$ cat config.mk
export PLATFORM = sky130hd
export DESIGN_NAME = sdram_bank_guard
export DESIGN_NICKNAME = d
export VERILOG_FILES = /design/src/rtl/sdram_guard_pkg.sv /design/src/rtl/sdram_bank_fsm.sv /design/src/rtl/sdram_cmd_judge.sv /design/src/rtl/sdram_bank_guard.sv
export SDC_FILE = /design/constraint.sdc
export NUM_CORES = 1
export LEC_CHECK = 0
export BUFFER_PORTS_ARGS = -buffer_cell sky130_fd_sc_hd__buf_4
export CELL_PAD_IN_SITES_DETAIL_PLACEMENT = 1
export CELL_PAD_IN_SITES_GLOBAL_PLACEMENT = 1
export CORE_UTILIZATION = 41
export CTS_CLUSTER_DIAMETER = 150
export DETAILED_ROUTE_END_ITERATION = 12
export GPL_TIMING_DRIVEN = 0
export PLACE_DENSITY = 0.75
export SETUP_SLACK_MARGIN = 0.15
export SLEW_MARGIN = 30
export SYNTH_ARGS = -nofsm -noshare
export SYNTH_HDL_FRONTEND = slang
export SYNTH_SLANG_ARGS = --single-unit
$ cat constraint.sdc
create_clock -name clk -period 2.5 [get_ports clk]
set_input_delay 0 -clock clk [delete_from_list [all_inputs] [get_ports clk]]
set_output_delay 0 -clock clk [all_outputs]
set_load 0.02 [all_outputs]
$ cat src/rtl/sdram_guard_pkg.sv
package sdram_guard_pkg;

  typedef enum logic [2:0] {
    OP_NOP = 3'd0, OP_LMR = 3'd1, OP_ACT = 3'd2, OP_RD = 3'd3,
    OP_WR  = 3'd4, OP_PRE = 3'd5, OP_BST = 3'd6, OP_RSV = 3'd7
  } op_e;

  typedef enum logic [1:0] {
    BK_IDLE = 2'd0, BK_OPEN = 2'd1, BK_CLOSING = 2'd2
  } bank_st_e;

  typedef enum logic [2:0] {
    ERR_NONE = 3'd0, ERR_BUSY = 3'd1, ERR_ROW_OPEN = 3'd2,
    ERR_NO_ROW = 3'd3, ERR_TIMING = 3'd4, ERR_BAD_TERM = 3'd5
  } err_e;

  // width of a down-counter that starts at cycles-1
  function automatic int unsigned cnt_width(int unsigned cycles);
    return (cycles < 2) ? 1 : $clog2(cycles);
  endfunction

  // value loaded so that the counter reads zero exactly 'cycles' edges later
  function automatic int unsigned cnt_load(int unsigned cycles);
    return (cycles == 0) ? 0 : cycles - 1;
  endfunction

  function automatic logic is_exec(logic [2:0] op);
    return (op != OP_NOP) && (op != OP_RSV);
  endfunction

endpackage

$ cat src/rtl/sdram_bank_fsm.sv
module sdram_bank_fsm
  import sdram_guard_pkg::*;
#(
  parameter int ROW_W     = 13,
  parameter int TRAS      = 6,
  parameter int TRP       = 3,
  parameter int BURST_CYC = 4
) (
  input  logic             clk,
  input  logic             rst_n,
  input  logic             act_go,
  input  logic             arm_go,
  input  logic             pre_go,
  input  logic [ROW_W-1:0] row_in,
  output bank_st_e         state_o,
  output logic [ROW_W-1:0] row_o,
  output logic             ready_o,
  output logic             ras_met_o,
  output logic             ap_pend_o
);

  localparam int RAS_W = cnt_width(TRAS);
  localparam int RP_W  = cnt_width(TRP);
  localparam int BC_W  = cnt_width(BURST_CYC);

  bank_st_e         state;
  logic [ROW_W-1:0] row_q;
  logic [RAS_W-1:0] ras_cnt;
  logic [RP_W-1:0]  rp_cnt;
  logic [BC_W-1:0]  burst_cnt;
  logic             ap_pend;

  // named internal events
  logic rp_done, burst_done, ap_fire;
  assign rp_done    = (rp_cnt == '0);
  assign burst_done = (burst_cnt == '0);
  assign ap_fire    = (state == BK_OPEN) && ap_pend && burst_done && (ras_cnt == '0);

  always_ff @(posedge clk) begin
    if (!rst_n) begin
      state     <= BK_IDLE;
      row_q     <= '0;
      ras_cnt   <= '0;
      rp_cnt    <= '0;
      burst_cnt <= '0;
      ap_pend   <= 1'b0;
    end else begin
      if (ras_cnt != '0)   ras_cnt   <= ras_cnt - 1'b1;
      if (!rp_done)        rp_cnt    <= rp_cnt - 1'b1;
      if (!burst_done)     burst_cnt <= burst_cnt - 1'b1;
      if (act_go) begin
        state   <= BK_OPEN;
        row_q   <= row_in;
        ras_cnt <= RAS_W'(cnt_load(TRAS));
        ap_pend <= 1'b0;
      end else if (pre_go || ap_fire) begin
        state   <= BK_CLOSING;
        rp_cnt  <= RP_W'(cnt_load(TRP));
        ap_pend <= 1'b0;
      end else if (arm_go) begin
        ap_pend   <= 1'b1;
        burst_cnt <= BC_W'(cnt_load(BURST_CYC));
      end else if (state == BK_CLOSING && rp_done) begin
        state <= BK_IDLE;
      end
    end
  end

  assign state_o   = state;
  assign row_o     = row_q;
  assign ready_o   = (state == BK_IDLE) || (state == BK_CLOSING && rp_done);
  assign ras_met_o = (ras_cnt == '0);
  assign ap_pend_o = ap_pend;


  open_from_ready_chk: assert property (@(posedge clk) disable iff (!rst_n)
    (state == BK_OPEN && $past(state) != BK_OPEN) |-> $past(ready_o));


  close_after_ras_chk: assert property (@(posedge clk) disable iff (!rst_n)
    (state == BK_CLOSING && $past(state) == BK_OPEN) |-> ($past(ras_cnt) == '0));


  auto_close_armed_chk: assert property (@(posedge clk) disable iff (!rst_n)
    (state == BK_CLOSING && $past(state) == BK_OPEN && !$past(pre_go))
      |-> ($past(ap_pend) && $past(burst_cnt) == '0));

endmodule

$ cat src/rtl/sdram_cmd_judge.sv
module sdram_cmd_judge
  import sdram_guard_pkg::*;
#(
  parameter int BANK_W = 2,
  localparam int NB    = 1 << BANK_W
) (
  input  logic              sel,
  input  logic [2:0]        op,
  input  logic [BANK_W-1:0] bank,
  input  logic              a10,
  input  logic              mrd_busy,
  input  logic              rd_live,
  input  logic              rd_ap,
  input  logic [NB-1:0]     ready,
  input  logic [NB-1:0]     is_open,
  input  logic [NB-1:0]     ap_pend,
  input  logic [NB-1:0]     ras_met,
  output logic [2:0]        err,
  output logic [NB-1:0]     act_en,
  output logic [NB-1:0]     arm_en,
  output logic [NB-1:0]     pre_en,
  output logic              lmr_go,
  output logic              rd_go,
  output logic              wr_go,
  output logic              bst_go
);

  logic [NB-1:0] closable;
  assign closable = is_open & ~ap_pend;

  always_comb begin
    err    = ERR_NONE;
    act_en = '0;
    arm_en = '0;
    pre_en = '0;
    lmr_go = 1'b0;
    rd_go  = 1'b0;
    wr_go  = 1'b0;
    bst_go = 1'b0;
    if (sel && is_exec(op)) begin
      if (mrd_busy) begin
        err = ERR_TIMING;
      end else begin
        case (op)
          OP_LMR: if (!(&ready)) err = ERR_BUSY; else lmr_go = 1'b1;
          OP_ACT: begin
            if (is_open[bank])     err = ERR_ROW_OPEN;
            else if (!ready[bank]) err = ERR_TIMING;
            else                   act_en[bank] = 1'b1;
          end
          OP_RD, OP_WR: begin
            if (!closable[bank]) err = ERR_NO_ROW;
            else begin
              arm_en[bank] = a10;
              rd_go = (op == OP_RD);
              wr_go = (op == OP_WR);
            end
          end
          OP_PRE: begin
            if (a10) begin
              if (|(closable & ~ras_met)) err = ERR_TIMING;
              else pre_en = closable;
            end else if (closable[bank]) begin
              if (!ras_met[bank]) err = ERR_TIMING;
              else pre_en[bank] = 1'b1;
            end
          end
          OP_BST: if (rd_live && !rd_ap) bst_go = 1'b1; else err = ERR_BAD_TERM;
          default: ;
        endcase
      end
    end
  end

endmodule

$ cat src/rtl/sdram_bank_guard.sv
module sdram_bank_guard
  import sdram_guard_pkg::*;
#(
  parameter int BANK_W    = 2,
  parameter int ROW_W     = 13,
  parameter int TMRD      = 2,
  parameter int TRAS      = 6,
  parameter int TRP       = 3,
  parameter int BURST_CYC = 4,
  localparam int NB       = 1 << BANK_W
) (
  input  logic                clk,
  input  logic                rst_n,
  input  logic                cmd_cs_n,
  input  logic [2:0]          cmd_op,
  input  logic [BANK_W-1:0]   cmd_bank,
  input  logic [ROW_W-1:0]    cmd_addr,
  input  logic                cmd_a10,
  output logic [2*NB-1:0]     bank_state_o,
  output logic [ROW_W*NB-1:0] bank_row_o,
  output logic                viol_o,
  output logic [2:0]          viol_code_o
);

  localparam int MRD_W = cnt_width(TMRD);
  localparam int RD_W  = cnt_width(BURST_CYC);

  logic [MRD_W-1:0] mrd_cnt;
  logic [RD_W-1:0]  rd_cnt;
  logic             rd_ap;
  logic [NB-1:0]    ready, is_open, ap_pend, ras_met;
  logic [NB-1:0]    act_en, arm_en, pre_en;
  logic             lmr_go, rd_go, wr_go, bst_go;
  logic [2:0]       err;
  bank_st_e         st_vec [NB];

  sdram_cmd_judge #(.BANK_W(BANK_W)) u_judge (
    .sel(!cmd_cs_n), .op(cmd_op), .bank(cmd_bank), .a10(cmd_a10),
    .mrd_busy(mrd_cnt != '0), .rd_live(rd_cnt != '0), .rd_ap(rd_ap),
    .ready(ready), .is_open(is_open), .ap_pend(ap_pend), .ras_met(ras_met),
    .err(err), .act_en(act_en), .arm_en(arm_en), .pre_en(pre_en),
    .lmr_go(lmr_go), .rd_go(rd_go), .wr_go(wr_go), .bst_go(bst_go)
  );

  for (genvar b = 0; b < NB; b++) begin : g_bank
    logic [ROW_W-1:0] row_b;
    sdram_bank_fsm #(.ROW_W(ROW_W), .TRAS(TRAS), .TRP(TRP), .BURST_CYC(BURST_CYC)) u_bank (
      .clk(clk), .rst_n(rst_n),
      .act_go(act_en[b]), .arm_go(arm_en[b]), .pre_go(pre_en[b]),
      .row_in(cmd_addr), .state_o(st_vec[b]), .row_o(row_b),
      .ready_o(ready[b]), .ras_met_o(ras_met[b]), .ap_pend_o(ap_pend[b])
    );
    assign is_open[b]              = (st_vec[b] == BK_OPEN);
    assign bank_state_o[2*b +: 2]  = st_vec[b];
    assign bank_row_o[ROW_W*b +: ROW_W] = row_b;
  end

  always_ff @(posedge clk) begin
    if (!rst_n) begin
      mrd_cnt     <= '0;
      rd_cnt      <= '0;
      rd_ap       <= 1'b0;
      viol_o      <= 1'b0;
      viol_code_o <= ERR_NONE;
    end else begin
      if (lmr_go)              mrd_cnt <= MRD_W'(cnt_load(TMRD));
      else if (mrd_cnt != '0)  mrd_cnt <= mrd_cnt - 1'b1;
      if (rd_go) begin
        rd_cnt <= RD_W'(cnt_load(BURST_CYC));
        rd_ap  <= cmd_a10;
      end else if (bst_go || wr_go) begin
        rd_cnt <= '0;
      end else if (rd_cnt != '0) begin
        rd_cnt <= rd_cnt - 1'b1;
      end
      viol_o      <= (err != ERR_NONE);
      viol_code_o <= err;
    end
  end


  mrd_guard_chk: assert property (@(posedge clk) disable iff (!rst_n)
    (!cmd_cs_n && is_exec(cmd_op) && mrd_cnt != '0) |=> (viol_o && viol_code_o == ERR_TIMING));


  viol_source_chk: assert property (@(posedge clk) disable iff (!rst_n)
    viol_o |-> ($past(!cmd_cs_n) && is_exec($past(cmd_op))));


  code_quiet_chk: assert property (@(posedge clk) disable iff (!rst_n)
    !viol_o |-> (viol_code_o == ERR_NONE));


  pre_noop_chk: assert property (@(posedge clk) disable iff (!rst_n)
    (!cmd_cs_n && cmd_op == OP_PRE && !cmd_a10 && mrd_cnt == '0 &&
     st_vec[cmd_bank] != BK_OPEN) |=> !viol_o);


  bst_orphan_chk: assert property (@(posedge clk) disable iff (!rst_n)
    (!cmd_cs_n && cmd_op == OP_BST && mrd_cnt == '0 && rd_cnt == '0)
      |=> (viol_code_o == ERR_BAD_TERM));

endmodule

==> results of run 1 <==
[per-layer routing]
layer	vias up	wire (um)	GRT usage
li1	2242	-	-
met4	0	491	0.137
met1	2321	7330	0.367
met5	-	0	0
met2	165	8060	0.469
met3	37	955	0.0538
[cells in the mapped netlist (all sizes together), types with 2 or more instances]
master,n,area share
o21a,7,0.011
mux2i,5,0.011
o21ba,3,0.0064
a211oi,4,0.011
dfxtp,100,0.43
a31oi,2,0.0027
nor2,24,0.020
a2111oi,7,0.018
a22oi,2,0.0032
nand4,46,0.061
clkbuf,30,0.024
nand3b,6,0.0096
buf,15,0.015
nor3b,2,0.0032
nand2b,12,0.016
o22ai,3,0.0040
nor3,9,0.0096
nor2b,8,0.011
or3b,4,0.0080
and2,4,0.0053
o31ai,3,0.0048
mux4,2,0.0096
or3,2,0.0027
xnor2,2,0.0037
xor2,3,0.0056
nand3,19,0.020
nand2,29,0.023
ha,12,0.032
o21ai,60,0.064
a21o,4,0.0064
a21oi,75,0.080
inv,27,0.022
nand4b,3,0.0056
nor4,8,0.014
[worst min-delay path by stage]
| stage | to | startpoint | slack [ns] | cells past startpoint |
|---|---|---|---|---|
| after floorplan | g_bank[3].u_bank.row_o[0] | cmd_addr[0] | 0.15 | 2 |
| after CTS | mrd_cnt | cmd_op[2] | 0.01 | 3 |
| final | mrd_cnt | cmd_op[2] | 0.02 | 3 |
| after global routing | mrd_cnt | cmd_op[2] | 0.03 | 3 |
| after detailed placement | g_bank[3].u_bank.row_o[8] | cmd_addr[8] | 0.31 | 3 |
| after global placement | g_bank[3].u_bank.row_o[12] | cmd_addr[12] | 0.30 | 3 |
[metrics by stage]
stage	power (uW)	utilization	instance area [um2]	cells
floorplan	2330	-	4680	557
global placement	2530	0.500	5490	781
detailed placement	2590	0.500	5500	781
CTS	3930	0.539	5920	809
global route	4130	0.546	6000	812
finish	3950	0.546	6000	812
[flip-flops by register name, indices dropped and copies added, names as in the netlist]
register                 cells
g_bank.u_bank.ap_pend_o      4
g_bank.u_bank.state_o        8
rd_ap                        1
rd_cnt                       2
viol_code_o                  3
g_bank.u_bank.rp_cnt         8
mrd_cnt                      1
g_bank.u_bank.row_o         52
g_bank.u_bank.ras_cnt       12
viol_o                       1
g_bank.u_bank.burst_cnt      8
[tightest hold or removal path: cells and delay by family]
family        cells  cell delay (ns)
buf+inv           1             0.12
simple gates      2             0.20
[what timing repair did]
action / 4_1_cts / 5_1_grt
hold buffers: 13 / 0
gates resized for setup: 8 / 31
hold endpoints to repair: 50 / 0
buffers inserted: 1 / 3
endpoints found under the setup margin: 25 / 66
pin swaps: 2 / 6
[cell families after synthesis]
family,after synthesis
AOI/OAI and AO/OA,179
xor gates and xnor gates,5
adders and majority gates,12
buffers and inverters,72
DFF,100
muxes,7
and+or+nand+nor,182
[placed cells by master, fill, tap and decap left out, drive strengths merged, types with 4 or more instances in the layout]
cell and count:
buf 101, dfxtp 100, a21oi 75, o21ai 60, nand4 46, clkbuf 42
nand2 29, inv 28, nor2 24, nand3 19, dlygate4sd3 13, nand2b 12
ha 12, nor3 9, nor2b 8, nor4 8, o21a 7, a2111oi 7
nand3b 6, mux2i 5, and2 4, a21o 4, a211oi 4, or3b 4
[final cells by class]
type                    instances  area (um2)  share of cell area
plain buffers                  45         206              0.0344
clock inverters                 4        26.3             0.00438
inverters                      27         101              0.0169
flip-flops and latches        100        2010               0.335
clock buffers                  10         239              0.0399
repair buffers                101         791               0.132
well taps                     140         175              0.0292
multi-input cells             385        2450               0.408
[power by group]
part           internal (uW)  switching, uW
logic                    362            544
clock network            692            621
registers               1680           50.9
total                   2730           1220
==> summary.md, run 1 <==
| Metric | Value |
|---|---|
| Initial antenna violation count | 0 |
| Endpoints failing setup | 0 |
| Slack of the worst reg-to-reg path | 0.22 ns |
| Core box area | 0.0110 mm2 |
| Vias in the first global route | 4741 |
| Synthesized cell area | 0.00468 mm2 |
| Status | finished clean |
| Die H | 109 um |
| R2R cell count | 8 |
| Relative slew slack | 0.338 |
| Via-to-Cell Ratio | 5.87 |
| Pre-CTS setup slack | just over 0.08 ns |
| CP max-delay cell | mux4_2 |
| Compound-Gate Fraction of Synth Area | 0.231 |
| Port bufs | between 80 and 90 |
| Worst r2r src | g_bank[3].u_bank.ras_cnt[0] |
| CP startpoint | g_bank[3].u_bank.ras_cnt[0] |
| Crit-path leading delay family | multiplexers |
| Peak VDD IR | 0.455 mV |
| Top Ports | 86 |
| Final hold vios | 0 |
| Initial Utilization | 0.427 |
| Largest net degree at the start of global routing | 16 |
| Worst setup path class | reg -> reg |
| Final Wtd Congestion | between 0.9 and 1 |
| Critical Path RT | ~2.7 ns |
| Worst path bufs/invs | 2 |
| CTS Buf Count | 9 |
| Rows | 38 |
| Synth cell types | 58 |
| Synth Area in Simple Gates | 0.219 |
| Least-Margin Pin Slew | 0.983 ns |
| Wirelength, routed | 16800 um |
| CP cell instances | inv_1 -> ha_1 -> ha_1 -> clkbuf_2 -> mux4_2 -> nand4_1 -> a211oi_4 -> o311a_1 |
| Critical Path Sink | g_bank[3].u_bank.state_o[1] |
| Synth Area in XOR/XNOR | 0.00935 |
| Fill cells | 1326 |
| PnR worst setup slack | 0.220 ns |
| Clk buf depth | 2 |
| Clock sinks | 100 |
| FF+latch count, synth | 100 |
| Final HPWL DP | 11600 um |
| Seq/Total Area, Yosys | 0.427 |
| TNS Setup | 0 ns |
| Die ar. | ~0.012 mm2 |
| Synth warn | 0 |
| Post-Syn Nets | 591 |
| Reg2Reg Capture Point | g_bank[3].u_bank.state_o[1] |
| Multiplexer share of the synthesized area | 0.0203 |
| Adder-cell share of the synthesized area | 0.0321 |
| Clk_lat worst skew | approximately 0.35 ns |
| Fmax | approximately 440 MHz |
| All-Layer GR Usage | 0.289 |
| Slowest cell delay on critical path | about 0.54 ns |
| Routed Antenna Nets | 0 |
| Worst Path Arrival | 2.52 ns |
| Endpoint class of the critical path | flip-flop |
| Worst-path clk slew | 0.07 ns |
| DRC viols | 0 |
| Most used cell, CP | ha_1 |
| Hold Slack | 0.0245 ns |
| Fin crit period | 2.28 ns |
| Main synth FF type | dfxtp_1 |
| Die W | 109 um |
| Fraction of registers with async set/reset | 0 |
| Post-synth EDFFs | 0 |
| DRT Pass-1 Iters | 5 |
| Max Cap Violations | 0 |
| Area growth syn-to-layout | 28.0% |
| TritonCTS clock tree | built |
| Worst setup SP type | flip-flop |
| # nets final | about 700 |
| Global-route wire length before repair | 25600 um |
| Layout cells sized above 1 | 0.225 |
| Avg Cell Area, Syn | roughly 8.4 um2 |
| Critical path depth in cells | 8 |
| DR iter-0 viols | 281 |
| PwrDens | roughly 660 mW/mm2 |
| H-Tree Level Count | 3 |
| Routed vias | 4765 |
| Total gr overflow | 0 |
| WL/cell | 20.7 um |
| Worst-path maximum fanout | 7 |
| # diodes | 0 |
| Syn Inst Count | approximately 560 |
| RSZ-0062 raised after global routing | false |
| Final worst-path cycle share | 0.912 |
| Combinational family with the most area after synthesis | compound AO/OA/AOI/OAI gates |
| Final Max Slew Viols | 0 |
| Clock Skews | 0.00948 ns |
| CTS root buffer | clkbuf_16 |
| Leak | 0.00233 uW |
| Hold Path Class | in -> reg |
Note: power is estimated with default switching activity, not from simulation.
==> run 2: changes to the inputs <==
- GPL_TIMING_DRIVEN: 0 -> 1
==> run 2 against run 1 <==
Maximum frequency fell by 0.45%. Die area unchanged. Wire length is 3.9% lower. Critical path depth decreased by 3. Cell area hardly changed. Worst hold slack worse by 0.015 ns. Via count fell by 1.0%. Largest cell class unchanged. Highest routed layer unchanged. Global-route usage fell by 0.75 points. Register-to-register slack is essentially flat. Sequential power about the same. Flip-flop and latch count is the same. Worst setup slack worse by 0.010 ns.
==> summary.md, run 2 (synthesis results as in run 1) <==
| Metric | Value |
|---|---|
| WL met1 | around 7200 um |
| Vias in the first global route | roughly 4.7k |
| Total gr overflow | 0 |
| CTS root buffer | clkbuf_16 |
| Most common cell after layout, fill and taps aside | buf_4 |
| Top Ports | 86 |
| Hold Path Class | in -> reg |
| Highest routed layer | met4 |
| Routed vias | 4716 |
| Worst Path Arrival | 2.55 ns |
| Via-to-Cell Ratio | 6.00 |
| All-Layer GR Usage | 0.281 |
| Worst-path maximum fanout | 7 |
| Final HPWL DP | 10900 um |
| Fmax | 437 MHz |
| Slowest cell delay on critical path | about 0.48 ns |
| Hold worst-path end | rd_ap |
| Wirelength, routed | 16200 um |
| Clk buf depth | 2 |
| CP max-delay cell | nor4_4 |
| Hold Slack | ~0.0093 ns |
| Initial antenna violation count | 0 |
| DR iter-0 viols | 271 |
| Worst-path clk slew | 0.07 ns |
| Clock sinks | 100 |
| Layout cells sized above 1 | 0.221 |
| PnR worst setup slack | 0.209 ns |
| H-Tree Level Count | 3 |
| DRT Pass-1 Iters | 5 |
| Hold path start | cmd_a10 |
| Cells on Worst Hold Path | 3 |
| WL/cell | approximately 20 um |
| Port bufs | 85 |
| TNS Setup | 0 ns |
| Worst path bufs/invs | 0 |
| Global-route wire length before repair | 25200 um |
| Area growth syn-to-layout | 28.0% |
| Part of the power in combinational logic | 0.215 |
| Slack of the worst reg-to-reg path | between 0.2 and 0.25 ns |
| Initial Utilization | 0.427 |
| Met2 Routed Length | between 7000 and 8000 um |
| Leak | 0.00233 uW |
| Crit-path leading delay family | simple AND/OR/NAND/NOR gates |
| Rows | 38 |
| Clock Skews | 0.00875 ns |
| CTS Buf Count | 9 |
| Die W | 109 um |
| R2R cell count | 5 |
| # diodes | 0 |
| Status | finished clean |
| RSZ-0062 raised after global routing | false |
| Max Cap Violations | 0 |
| Final Max Slew Viols | 0 |
| Relative slew slack | 0.445 |
| Peak VDD IR | 0.452 mV |
| Die H | 109 um |
| Worst setup SP type | flip-flop |
| Endpoints failing setup | 0 |
| Die ar. | roughly 0.012 mm2 |
| Final Wtd Congestion | 0.826 |
| DR WL met3 | 799 um |
| Worst r2r src | g_bank[2].u_bank.state_o[0] |
| DRC viols | 0 |
| Reg2Reg Capture Point | g_bank[0].u_bank.ap_pend_o |
| Clk pwr share | 0.375 |
| Largest register FFs | 52 |
| Core box area | ~0.011 mm2 |
| Largest net degree at the start of global routing | 53 |
| Pre-CTS setup slack | about 0.094 ns |
| Commonest non-fill, non-tap cells in the layout | buf_4, dfxtp_1, a21oi_1 |
| Routed Antenna Nets | 0 |
| Net load switching power | 1240 uW |
| CP cell instances | nor3b_1 -> o22ai_1 -> nor4_4 -> nand2_1 -> a2111oi_2 |
| Setup bufs post-CTS | 0 |
| PwrDens | about 700 mW/mm2 |
| TritonCTS clock tree | built |
| Fin crit period | 2.29 ns |
| Int Pwr | 2960 uW |
| Critical path depth in cells | 5 |
| Worst setup path class | reg -> reg |
| Sequential power share | 0.410 |
| Switching share of power | 0.295 |
| Clk_lat worst skew | 0.36 ns |
| Critical Path RT | 2.76 ns |
| # nets final | 675 |
| Endpoint class of the critical path | flip-flop |
| Least-Margin Pin Slew | 0.832 ns |
| Final hold vios | 0 |
| Final worst-path cycle share | 0.916 |
-- run 2: repair_timing --
item	in CTS	in global routing
hold buffers	15	0
setup endpoints to repair	3	23
pin swaps	1	0
endpoints found under the hold margin	56	0
gates resized for setup	3	8
-- run 2: worst max path at each step --
stage                                            from                          end  slack, ns
after floorplan           g_bank[0].u_bank.state_o[0]   g_bank[2].u_bank.row_o[11]       0.37
after global placement    g_bank[0].u_bank.state_o[0]   g_bank[0].u_bank.ap_pend_o       0.23
after detailed placement  g_bank[3].u_bank.ras_cnt[0]  g_bank[1].u_bank.state_o[0]       0.09
after CTS                 g_bank[1].u_bank.state_o[0]  g_bank[3].u_bank.state_o[1]       0.20
after global routing      g_bank[0].u_bank.state_o[0]  g_bank[2].u_bank.state_o[0]       0.14
final                     g_bank[2].u_bank.state_o[0]   g_bank[0].u_bank.ap_pend_o       0.21
-- run 2: per-layer routing --
| layer | up-vias | GRT usage |
|---|---|---|
| li1 | 2190 | - |
| met1 | 2362 | 0.370 |
| met2 | 139 | 0.447 |
| met3 | 25 | 0.0448 |
| met4 | 0 | 0.136 |
| met5 | - | 0 |
-- run 2: per-stage QoR --
step	power (uW)	instance area (um2)	instances	utilization
2_1_floorplan	2330	4680	557	-
3_3_place_gp	2560	5470	755	0.498
3_5_place_dp	2610	5470	755	0.498
4_1_cts	4200	5960	786	0.543
5_1_grt	4390	5990	786	0.546
6_report	4200	5990	786	0.546
-- run 2: worst min-delay path, cell delays in order --
cell     delay, ns
buf_4         0.17
mux2i_1       0.09
nor2_1        0.07
-- run 2: final cells by class --
class,instances,area [um2]
clock buffer,10,239
inverter,27,101
clock inverter,6,98.8
timing repair buffer,118,943
sequential,100,2000
multi-input combinational,385,2430
tap,140,175
fill,1321,4990
-- run 2: power by group through the flow --
stage	combinational [uW]	clock, uW	sequential, uW
after floorplan	570	0	1760
after global placement	804	0	1750
after detailed placement	849	0	1760
after CTS	879	1600	1720
after global routing	1000	1650	1730
final	902	1570	1720
